[src/rtl/vtg_pkg.sv]
package vtg_pkg;
  parameter int unsigned VTG_CW = 12;
  parameter int unsigned VTG_PW = 30;

  // one axis of timing: the segments run sync, gap, active, front porch
  typedef struct packed {
    logic [VTG_CW-1:0] total;
    logic [VTG_CW-1:0] act;
    logic [VTG_CW-1:0] sync;
    logic [VTG_CW-1:0] gap;
  } vtg_axis_t;
endpackage

[src/rtl/vtg_axis.sv]
module vtg_axis
  import vtg_pkg::*;
(
  input  logic              clk,
  input  logic              rst_n,
  input  logic              en,
  input  logic              step,
  input  vtg_axis_t         cfg,
  output logic [VTG_CW-1:0] cnt,
  output logic              last,
  output logic              sync_win,
  output logic              act_win
);
  localparam int unsigned SW = VTG_CW + 2;

  logic [SW-1:0] cnt_x, act_lo, act_hi;

  assign cnt_x    = SW'(cnt);
  assign act_lo   = SW'(cfg.sync) + SW'(cfg.gap);
  assign act_hi   = act_lo + SW'(cfg.act);
  assign last     = en && step && ((cnt_x + SW'(1)) >= SW'(cfg.total));
  assign sync_win = en && (cnt < cfg.sync);
  assign act_win  = en && (cnt_x >= act_lo) && (cnt_x < act_hi);

  always_ff @(posedge clk or negedge rst_n) begin
    if (!rst_n)     cnt <= '0;
    else if (!en)   cnt <= '0;
    else if (last)  cnt <= '0;
    else if (step)  cnt <= cnt + 1'b1;
  end

  // a step that is not a wrap moves the count by exactly one
  a_r2_advance: assert property (@(posedge clk) disable iff (!rst_n)
    (en && step && !last) |=> (cnt == $past(cnt) + 1'b1));
  // a wrap returns the count to zero
  a_r3_wrap: assert property (@(posedge clk) disable iff (!rst_n)
    last |=> (cnt == '0));
  // a disabled axis sits at zero
  a_r11_hold: assert property (@(posedge clk) disable iff (!rst_n)
    !en |=> (cnt == '0));
endmodule

[src/rtl/vtg_shadow.sv]
module vtg_shadow
  import vtg_pkg::*;
#(
  parameter vtg_axis_t H_RST = '{total: 12'd800, act: 12'd640, sync: 12'd96, gap: 12'd48},
  parameter vtg_axis_t V_RST = '{total: 12'd525, act: 12'd480, sync: 12'd2,  gap: 12'd33}
) (
  input  logic      clk,
  input  logic      rst_n,
  input  logic      upd,
  input  logic      boundary,
  input  vtg_axis_t stage_h,
  input  vtg_axis_t stage_v,
  output vtg_axis_t work_h,
  output vtg_axis_t work_v
);
  logic pend_q, armed, load;

  assign armed = pend_q | upd;
  assign load  = armed & boundary;

  always_ff @(posedge clk or negedge rst_n) begin
    if (!rst_n) begin
      pend_q <= 1'b0;
      work_h <= H_RST;
      work_v <= V_RST;
    end else begin
      pend_q <= armed & ~load;
      if (load) begin
        work_h <= stage_h;
        work_v <= stage_v;
      end
    end
  end

  // working timing moves only on a load
  a_r5_hold: assert property (@(posedge clk) disable iff (!rst_n)
    !load |=> ($stable(work_h) && $stable(work_v)));
  // a load takes the staged values present at that edge
  a_r5_take: assert property (@(posedge clk) disable iff (!rst_n)
    load |=> ((work_h == $past(stage_h)) && (work_v == $past(stage_v))));
endmodule

[src/rtl/vtg_irq.sv]
module vtg_irq (
  input  logic clk,
  input  logic rst_n,
  input  logic evt,
  input  logic clr,
  input  logic mask_en,
  output logic raw,
  output logic status
);
  always_ff @(posedge clk or negedge rst_n) begin
    if (!rst_n)    raw <= 1'b0;
    else if (evt)  raw <= 1'b1;
    else if (clr)  raw <= 1'b0;
  end

  assign status = raw & mask_en;

  // a counted underflow is always recorded, even under a clear
  a_r8_set: assert property (@(posedge clk) disable iff (!rst_n)
    evt |=> raw);
  // a clear with no event drops the raw bit
  a_r9_clear: assert property (@(posedge clk) disable iff (!rst_n)
    (clr && !evt) |=> !raw);
  // with neither input the raw bit keeps its value
  a_r9_keep: assert property (@(posedge clk) disable iff (!rst_n)
    (!clr && !evt) |=> (raw == $past(raw)));
endmodule

[src/rtl/vtg_dpi_timing.sv]
module vtg_dpi_timing
  import vtg_pkg::*;
#(
  parameter int unsigned PW          = VTG_PW,
  parameter int unsigned H_TOTAL_RST = 800,
  parameter int unsigned H_ACT_RST   = 640,
  parameter int unsigned H_SYNC_RST  = 96,
  parameter int unsigned H_GAP_RST   = 48,
  parameter int unsigned V_TOTAL_RST = 525,
  parameter int unsigned V_ACT_RST   = 480,
  parameter int unsigned V_SYNC_RST  = 2,
  parameter int unsigned V_GAP_RST   = 33
) (
  input  logic              clk,
  input  logic              rst_n,
  input  logic              run_en,
  input  logic [VTG_CW-1:0] cfg_h_total,
  input  logic [VTG_CW-1:0] cfg_h_active,
  input  logic [VTG_CW-1:0] cfg_h_sync,
  input  logic [VTG_CW-1:0] cfg_h_gap,
  input  logic [VTG_CW-1:0] cfg_v_total,
  input  logic [VTG_CW-1:0] cfg_v_active,
  input  logic [VTG_CW-1:0] cfg_v_sync,
  input  logic [VTG_CW-1:0] cfg_v_gap,
  input  logic              cfg_update,
  input  logic [PW-1:0]     fill_word,
  input  logic [VTG_CW-1:0] irq_line_min,
  input  logic              irq_enable,
  input  logic              irq_clear,
  input  logic              pix_valid,
  input  logic [PW-1:0]     pix_data,
  output logic              pix_ready,
  output logic              hsync,
  output logic              vsync,
  output logic              de,
  output logic [PW-1:0]     pix_out,
  output logic              irq_raw,
  output logic              irq_status,
  input  logic              ctl_shutdown,
  input  logic              ctl_colour,
  input  logic              ctl_refresh,
  output logic              out_shutdown,
  output logic              out_colour,
  output logic              out_refresh
);
  localparam int unsigned CW = VTG_CW;
  localparam vtg_axis_t H_RST = '{total: CW'(H_TOTAL_RST), act: CW'(H_ACT_RST),
                                  sync: CW'(H_SYNC_RST), gap: CW'(H_GAP_RST)};
  localparam vtg_axis_t V_RST = '{total: CW'(V_TOTAL_RST), act: CW'(V_ACT_RST),
                                  sync: CW'(V_SYNC_RST), gap: CW'(V_GAP_RST)};

  vtg_axis_t stage_h, stage_v, work_h, work_v;
  logic [CW-1:0] h_cnt, v_cnt;
  logic h_last, v_last, h_sync_w, v_sync_w, h_act_w, v_act_w;
  logic frame_end, underrun;

  assign stage_h = '{total: cfg_h_total, act: cfg_h_active, sync: cfg_h_sync, gap: cfg_h_gap};
  assign stage_v = '{total: cfg_v_total, act: cfg_v_active, sync: cfg_v_sync, gap: cfg_v_gap};

  vtg_shadow #(.H_RST(H_RST), .V_RST(V_RST)) u_shadow (
    .clk(clk), .rst_n(rst_n), .upd(cfg_update), .boundary(~run_en | frame_end),
    .stage_h(stage_h), .stage_v(stage_v), .work_h(work_h), .work_v(work_v)
  );

  vtg_axis u_h (
    .clk(clk), .rst_n(rst_n), .en(run_en), .step(1'b1), .cfg(work_h),
    .cnt(h_cnt), .last(h_last), .sync_win(h_sync_w), .act_win(h_act_w)
  );

  vtg_axis u_v (
    .clk(clk), .rst_n(rst_n), .en(run_en), .step(h_last), .cfg(work_v),
    .cnt(v_cnt), .last(v_last), .sync_win(v_sync_w), .act_win(v_act_w)
  );

  assign frame_end = v_last;
  assign hsync     = h_sync_w;
  assign vsync     = v_sync_w;
  assign de        = h_act_w & v_act_w;
  assign pix_ready = de;
  assign pix_out   = !de ? '0 : (pix_valid ? pix_data : fill_word);
  assign underrun  = de & ~pix_valid & (v_cnt >= irq_line_min);

  vtg_irq u_irq (
    .clk(clk), .rst_n(rst_n), .evt(underrun), .clr(irq_clear),
    .mask_en(irq_enable), .raw(irq_raw), .status(irq_status)
  );

  assign out_shutdown = ctl_shutdown;
  assign out_colour   = ctl_colour;
  assign out_refresh  = ctl_refresh;

  // the active region never overlaps either sync pulse
  a_r4_de_clear_of_sync: assert property (@(posedge clk) disable iff (!rst_n)
    de |-> (!hsync && !vsync));
  // disabled generator leaves both counters at zero
  a_r11_idle: assert property (@(posedge clk) disable iff (!rst_n)
    !run_en |=> ((h_cnt == '0) && (v_cnt == '0)));
  // the line count only moves on a pixel wrap
  a_r3_line_step: assert property (@(posedge clk) disable iff (!rst_n)
    (run_en && !h_last) |=> $stable(v_cnt));
endmodule

[config.mk]
export PLATFORM = sky130hd
export DESIGN_NAME = vtg_dpi_timing
export DESIGN_NICKNAME = d
export VERILOG_FILES = /design/src/rtl/vtg_pkg.sv /design/src/rtl/vtg_axis.sv /design/src/rtl/vtg_shadow.sv /design/src/rtl/vtg_irq.sv /design/src/rtl/vtg_dpi_timing.sv
export SDC_FILE = /design/constraint.sdc
export NUM_CORES = 1
export LEC_CHECK = 0
export BUFFER_PORTS_ARGS = -buffer_cell sky130_fd_sc_hd__buf_2
export CAP_MARGIN = 20
export CORE_ASPECT_RATIO = 0.8
export CORE_MARGIN = 1
export CORE_UTILIZATION = 50
export CTS_CLUSTER_SIZE = 24
export DETAILED_ROUTE_END_ITERATION = 6
export GPL_ROUTABILITY_DRIVEN = 0
export PLACE_DENSITY = 0.79
export SKIP_CTS_REPAIR_TIMING = 1
export SYNTH_ARGS = -nofsm -noshare
export SYNTH_HDL_FRONTEND = slang
export SYNTH_SLANG_ARGS = --single-unit
export TNS_END_PERCENT = 50
[constraint.sdc]
create_clock -name clk -period 12.32 [get_ports clk]
set_input_delay 1.232 -clock clk [delete_from_list [all_inputs] [get_ports clk]]
set_output_delay 1.232 -clock clk [all_outputs]
set_load 0.02 [all_outputs]
==> impl_results.html <==
<table>
<tr><th>Metric</th><th>Value</th></tr>
<tr><th colspan="2">Critical path</th></tr>
<tr><td>Capturing element type of the critical path</td><td>output pin</td></tr>
<tr><td>Startpoint type of the worst setup path</td><td>flop</td></tr>
<tr><td>Reg2reg end</td><td>u_shadow.work_h[16]</td></tr>
<tr><td>CP max stage delay</td><td>0.40 ns</td></tr>
<tr><td>Worst flop-to-flop path startpoint</td><td>u_v.cnt[1]</td></tr>
<tr><td>Buffers plus inverters on the worst setup path</td><td>3</td></tr>
<tr><td>Largest driver fanout on the critical path</td><td>32</td></tr>
<tr><td>Required time reported for the critical path endpoint</td><td>11.09 ns</td></tr>
<tr><td>Cell at the slowest stage of the critical path</td><td>sky130_fd_sc_hd__fa_1</td></tr>
<tr><td>Data arrival at the endpoint of the critical path</td><td>5.43 ns</td></tr>
<tr><td>Stages on the worst setup path</td><td>21</td></tr>
<tr><td>Worst Setup Path Type</td><td>flop to output pin</td></tr>
<tr><td>Setup slack, reg-to-reg</td><td>between 7 and 8 ns</td></tr>
<tr><td>Ordered list of cells on the worst path</td><td>ha_1 &gt; fa_1 &gt; a21o_1 &gt; a21oi_1 &gt; o21bai_1 &gt; o31a_1 &gt; xor2_1 &gt; ha_1 &gt; a21oi_1 &gt; o22ai_1 &gt; or3_1 &gt; a21oi_1 &gt; xor2_1 &gt; ha_1 &gt; a2111oi_0 &gt; o21ai_0 &gt; nand3_1 &gt; nand4_1 &gt; buf_4 &gt; inv_1 &gt; buf_2</td></tr>
<tr><td>Worst r2r path cells</td><td>15</td></tr>
<tr><td>CP top delay family</td><td>compound AO/OA/AOI/OAI gates</td></tr>
<tr><th colspan="2">Floorplanning</th></tr>
<tr><td>Die boundary width</td><td>around 160 um</td></tr>
<tr><td>Initial Utilization</td><td>0.5101</td></tr>
<tr><td>Core box area</td><td>19860 um2</td></tr>
<tr><td>Overall die height</td><td>129.3 um</td></tr>
<tr><td>Standard-cell row count</td><td>46</td></tr>
<tr><td>Top-Level Pins</td><td>around 220</td></tr>
<tr><td>Floorplan die area</td><td>20840 um2</td></tr>
<tr><th colspan="2">Timing</th></tr>
<tr><td>Worst-Margin Slew</td><td>~0.87 ns</td></tr>
<tr><td>Upper clock frequency limit</td><td>150.1 MHz</td></tr>
<tr><td>Count of final hold-check violations</td><td>0</td></tr>
<tr><td>Fin Clk Skew</td><td>0.01351 ns</td></tr>
<tr><td>Headroom to the max-slew limit</td><td>0.4180</td></tr>
<tr><td>Unrepaired setup endpoints after global routing</td><td>false</td></tr>
<tr><td>Final worst-path cycle share</td><td>0.5406</td></tr>
<tr><td>Total negative slack for setup checks</td><td>0 ns</td></tr>
<tr><td>Number of setup violations in the final report</td><td>0</td></tr>
<tr><td>Min cycle time layout</td><td>6.660 ns</td></tr>
<tr><td>Final Max Tran Viols</td><td>0</td></tr>
<tr><th colspan="2">Run</th></tr>
<tr><td># Max-Cap Violations</td><td>0</td></tr>
<tr><th colspan="2">Route</th></tr>
<tr><td>Routed via count</td><td>8057</td></tr>
<tr><td>Average via count per standard cell</td><td>approximately 5.4</td></tr>
<tr><td>Residual antenna-violating net count after detailed routing</td><td>0</td></tr>
<tr><td>Routed length per placed instance</td><td>between 15 and 20 um</td></tr>
<tr><td>Final wirelength</td><td>24850 um</td></tr>
<tr><td>Remaining design rule violation count</td><td>0</td></tr>
<tr><td>First-pass iteration count of the detailed router</td><td>7</td></tr>
<tr><td>Violation count after the first detailed-routing iteration</td><td>344</td></tr>
<tr><th colspan="2">CTS</th></tr>
<tr><td>Number of CTS-inserted buffers</td><td>17</td></tr>
<tr><td>Cell at the root of the clock tree</td><td>sky130_fd_sc_hd__clkbuf_16</td></tr>
<tr><td>Maximum clock path buffer count</td><td>2</td></tr>
<tr><td>H-tree depth</td><td>4</td></tr>
<tr><td>Clock tree from TritonCTS</td><td>done</td></tr>
<tr><td>CTS Sinks</td><td>122</td></tr>
<tr><td>Clock-pin slew of the registers on the worst-case setup and hold paths</td><td>0.06 ns</td></tr>
<tr><td>Later-pin clock latency in the skew report</td><td>roughly 0.42 ns</td></tr>
<tr><th colspan="2">Synth</th></tr>
<tr><td>Top area cells in the synthesized netlist</td><td>sky130_fd_sc_hd__dfrtp_1, sky130_fd_sc_hd__ha_1, sky130_fd_sc_hd__mux2_2</td></tr>
<tr><td>Yosys Warn Count</td><td>0</td></tr>
<tr><td>Post-Synthesis Cells</td><td>996</td></tr>
<tr><td>Synthesized flop and latch total</td><td>approximately 120</td></tr>
<tr><td>Fraction of registers with async set/reset</td><td>1.000</td></tr>
<tr><td>Share of the synthesized area in the top cell type</td><td>0.2520</td></tr>
<tr><td>Post-Synthesis Mean Instance Area</td><td>approximately 10 um2</td></tr>
<tr><td>Dominant register cell in the synthesized netlist</td><td>sky130_fd_sc_hd__dfrtp_1</td></tr>
<tr><td>Yosys cell types</td><td>58</td></tr>
<tr><td>Number of flops mapped to enable cells by yosys</td><td>0</td></tr>
<tr><td>Post-synth net total</td><td>1336</td></tr>
<tr><td>Combined area of all synthesized cells</td><td>10130 um2</td></tr>
<tr><td>Synth area leader</td><td>sky130_fd_sc_hd__dfrtp_1</td></tr>
<tr><td>Sequential area share after synthesis</td><td>0.3039</td></tr>
<tr><th colspan="2">Global routing</th></tr>
<tr><td>Number of global-route vias before repair</td><td>7849</td></tr>
<tr><td>Global-route wire length before repair</td><td>between 30000 and 40000 um</td></tr>
<tr><td>Global router's overall resource usage</td><td>0.2419</td></tr>
<tr><td>Global route total overflow</td><td>0</td></tr>
<tr><td>Pin count of the biggest net entering global routing</td><td>71</td></tr>
<tr><td>Number of antenna violations at the first check in global routing</td><td>1</td></tr>
<tr><th colspan="2">Worst hold path</th></tr>
<tr><td>Min-Delay Path Class</td><td>flop to flop</td></tr>
<tr><td>Min-Delay Endpoint</td><td>u_shadow.work_h[38]</td></tr>
<tr><td>Min-delay src</td><td>u_shadow.work_h[38]</td></tr>
<tr><td>Instance count along the most critical hold path</td><td>1</td></tr>
<tr><th colspan="2">Outcome</th></tr>
<tr><td>Status</td><td>finished, final reports clean</td></tr>
<tr><th colspan="2">Pwr</th></tr>
<tr><td>Leakage power summed over all cells</td><td>6.510 nW</td></tr>
<tr><td>Post-route total power</td><td>2.185 mW</td></tr>
<tr><td>Peak supply drop</td><td>0.00007788 V</td></tr>
<tr><td>Power density relative to cell area</td><td>~180 nW/um2</td></tr>
<tr><th colspan="2">Placement</th></tr>
<tr><td>Post-DP HPWL</td><td>19690 um</td></tr>
<tr><td>PortBufs</td><td>210</td></tr>
<tr><th colspan="2">Finish</th></tr>
<tr><td>P&amp;R area growth vs syn</td><td>17.22%</td></tr>
<tr><td>Top library cells by usage in the layout, fill and taps aside</td><td>sky130_fd_sc_hd__buf_2, sky130_fd_sc_hd__ha_1, sky130_fd_sc_hd__inv_1, sky130_fd_sc_hd__dfrtp_1, sky130_fd_sc_hd__nor2_1</td></tr>
<tr><td>Leading cell type in the layout, fill and taps excluded</td><td>sky130_fd_sc_hd__buf_2</td></tr>
<tr><td>Proportion of layout cells with a drive suffix above 1</td><td>0.3043</td></tr>
<tr><td>Final layout net count</td><td>1543</td></tr>
</table>
[metrics by stage]
step	hold WS [ns]	utilization	std cells	setup WS (ns)	cell area (um2)
after global placement	0.4883	0.5707	1448	6.270	11330
after global routing	0.5225	0.5977	1480	5.269	11870
final	0.5064	0.5980	1482	5.660	11870
after CTS	0.5092	0.5977	1480	5.681	11870
after detailed placement	0.4946	0.5707	1448	6.152	11330
after floorplan	0.4793	-	996	6.546	10130
[cell families (layout without fill, tap and decap cells)]
logic type	Yosys count	in the layout	share of synthesized area
and+or+nand+nor	202	202	0.1001
AOI/OAI and AO/OA	193	193	0.1290
adders and majority gates	162	162	0.2031
buffers and inverters	130	350	0.06015
muxes	126	126	0.1512
DFF	122	122	0.3039
xor gates and xnor gates	61	61	0.05274
other	0	2	0
[layer usage]
layer | wire length [um] | part of all wire | track usage
met4 | 404 | 0.016 | 0.07714
met5 | 0 | 0 | 0
met2 | 11260 | 0.45 | 0.3993
met3 | 1581 | 0.064 | 0.04962
met1 | 11610 | 0.47 | 0.3196
[synthesized netlist by cell type, drive strengths merged (14+ instances only)]
| cell type | count |
|---|---|
| nand2b | 14 |
| o21ai | 33 |
| a21o | 32 |
| mux2i | 30 |
| nand2 | 33 |
| dfstp | 20 |
| nor2 | 64 |
| mux2 | 96 |
| xnor2 | 32 |
| nand3 | 18 |
| dfrtp | 102 |
| nor2b | 23 |
| buf | 16 |
| ha | 158 |
| a21oi | 43 |
| o21a | 17 |
| inv | 103 |
| and3 | 14 |
| xor2 | 29 |
[how the worst max path moves through the flow]
| stage | from | end | slack (ns) |
|---|---|---|---|
| CTS | u_shadow.work_v[12] | pix_ready | 5.68 |
| global route | u_shadow.work_v[13] | pix_ready | 5.27 |
| finish | u_shadow.work_v[12] | pix_ready | 5.66 |
| global placement | u_shadow.work_v[12] | pix_ready | 6.27 |
| floorplan | u_shadow.work_v[12] | pix_ready | 6.55 |
| detailed placement | u_shadow.work_v[12] | pix_ready | 6.15 |
[cell type report]
type	instances	area, um2
Clock buffer	19	442.9
Multi-Input combinational cell	744	6446
Antenna cell	2	5.005
Tap cell	264	330.3
Sequential cell	122	3078
Fill cell	1685	7983
Clock inverter	13	93.84
Timing Repair Buffer	215	1091
Inverter	103	386.6
[sequential cells by signal (all words and copies together), names as in the netlist]
name             count
u_irq.raw            1
u_h.cnt             12
u_shadow.work_h     48
u_v.cnt             12
u_shadow.pend_q      1
u_shadow.work_v     48
[worst register-to-register path: cells and delay by family (launching register included)]
kind,cells,cell delay (ns)
simple gates,4,0.79
buf+inv,2,1.25
compound gates,5,1.16
xor+xnor,1,0.21
mux,1,0.50
flops,1,0.53
fa+ha+maj,2,0.49
[report_power, final]
group / switching [mW] / total, mW / leakage [nW] / internal [mW]
registers: 0.0563 / 0.534 / 1.46 / 0.478
logic: 0.635 / 1.19 / 4.79 / 0.556
clock network: 0.197 / 0.460 / 0.257 / 0.264
total: 0.888 / 2.19 / 6.51 / 1.30
Note: power is estimated with default switching activity, not from simulation.
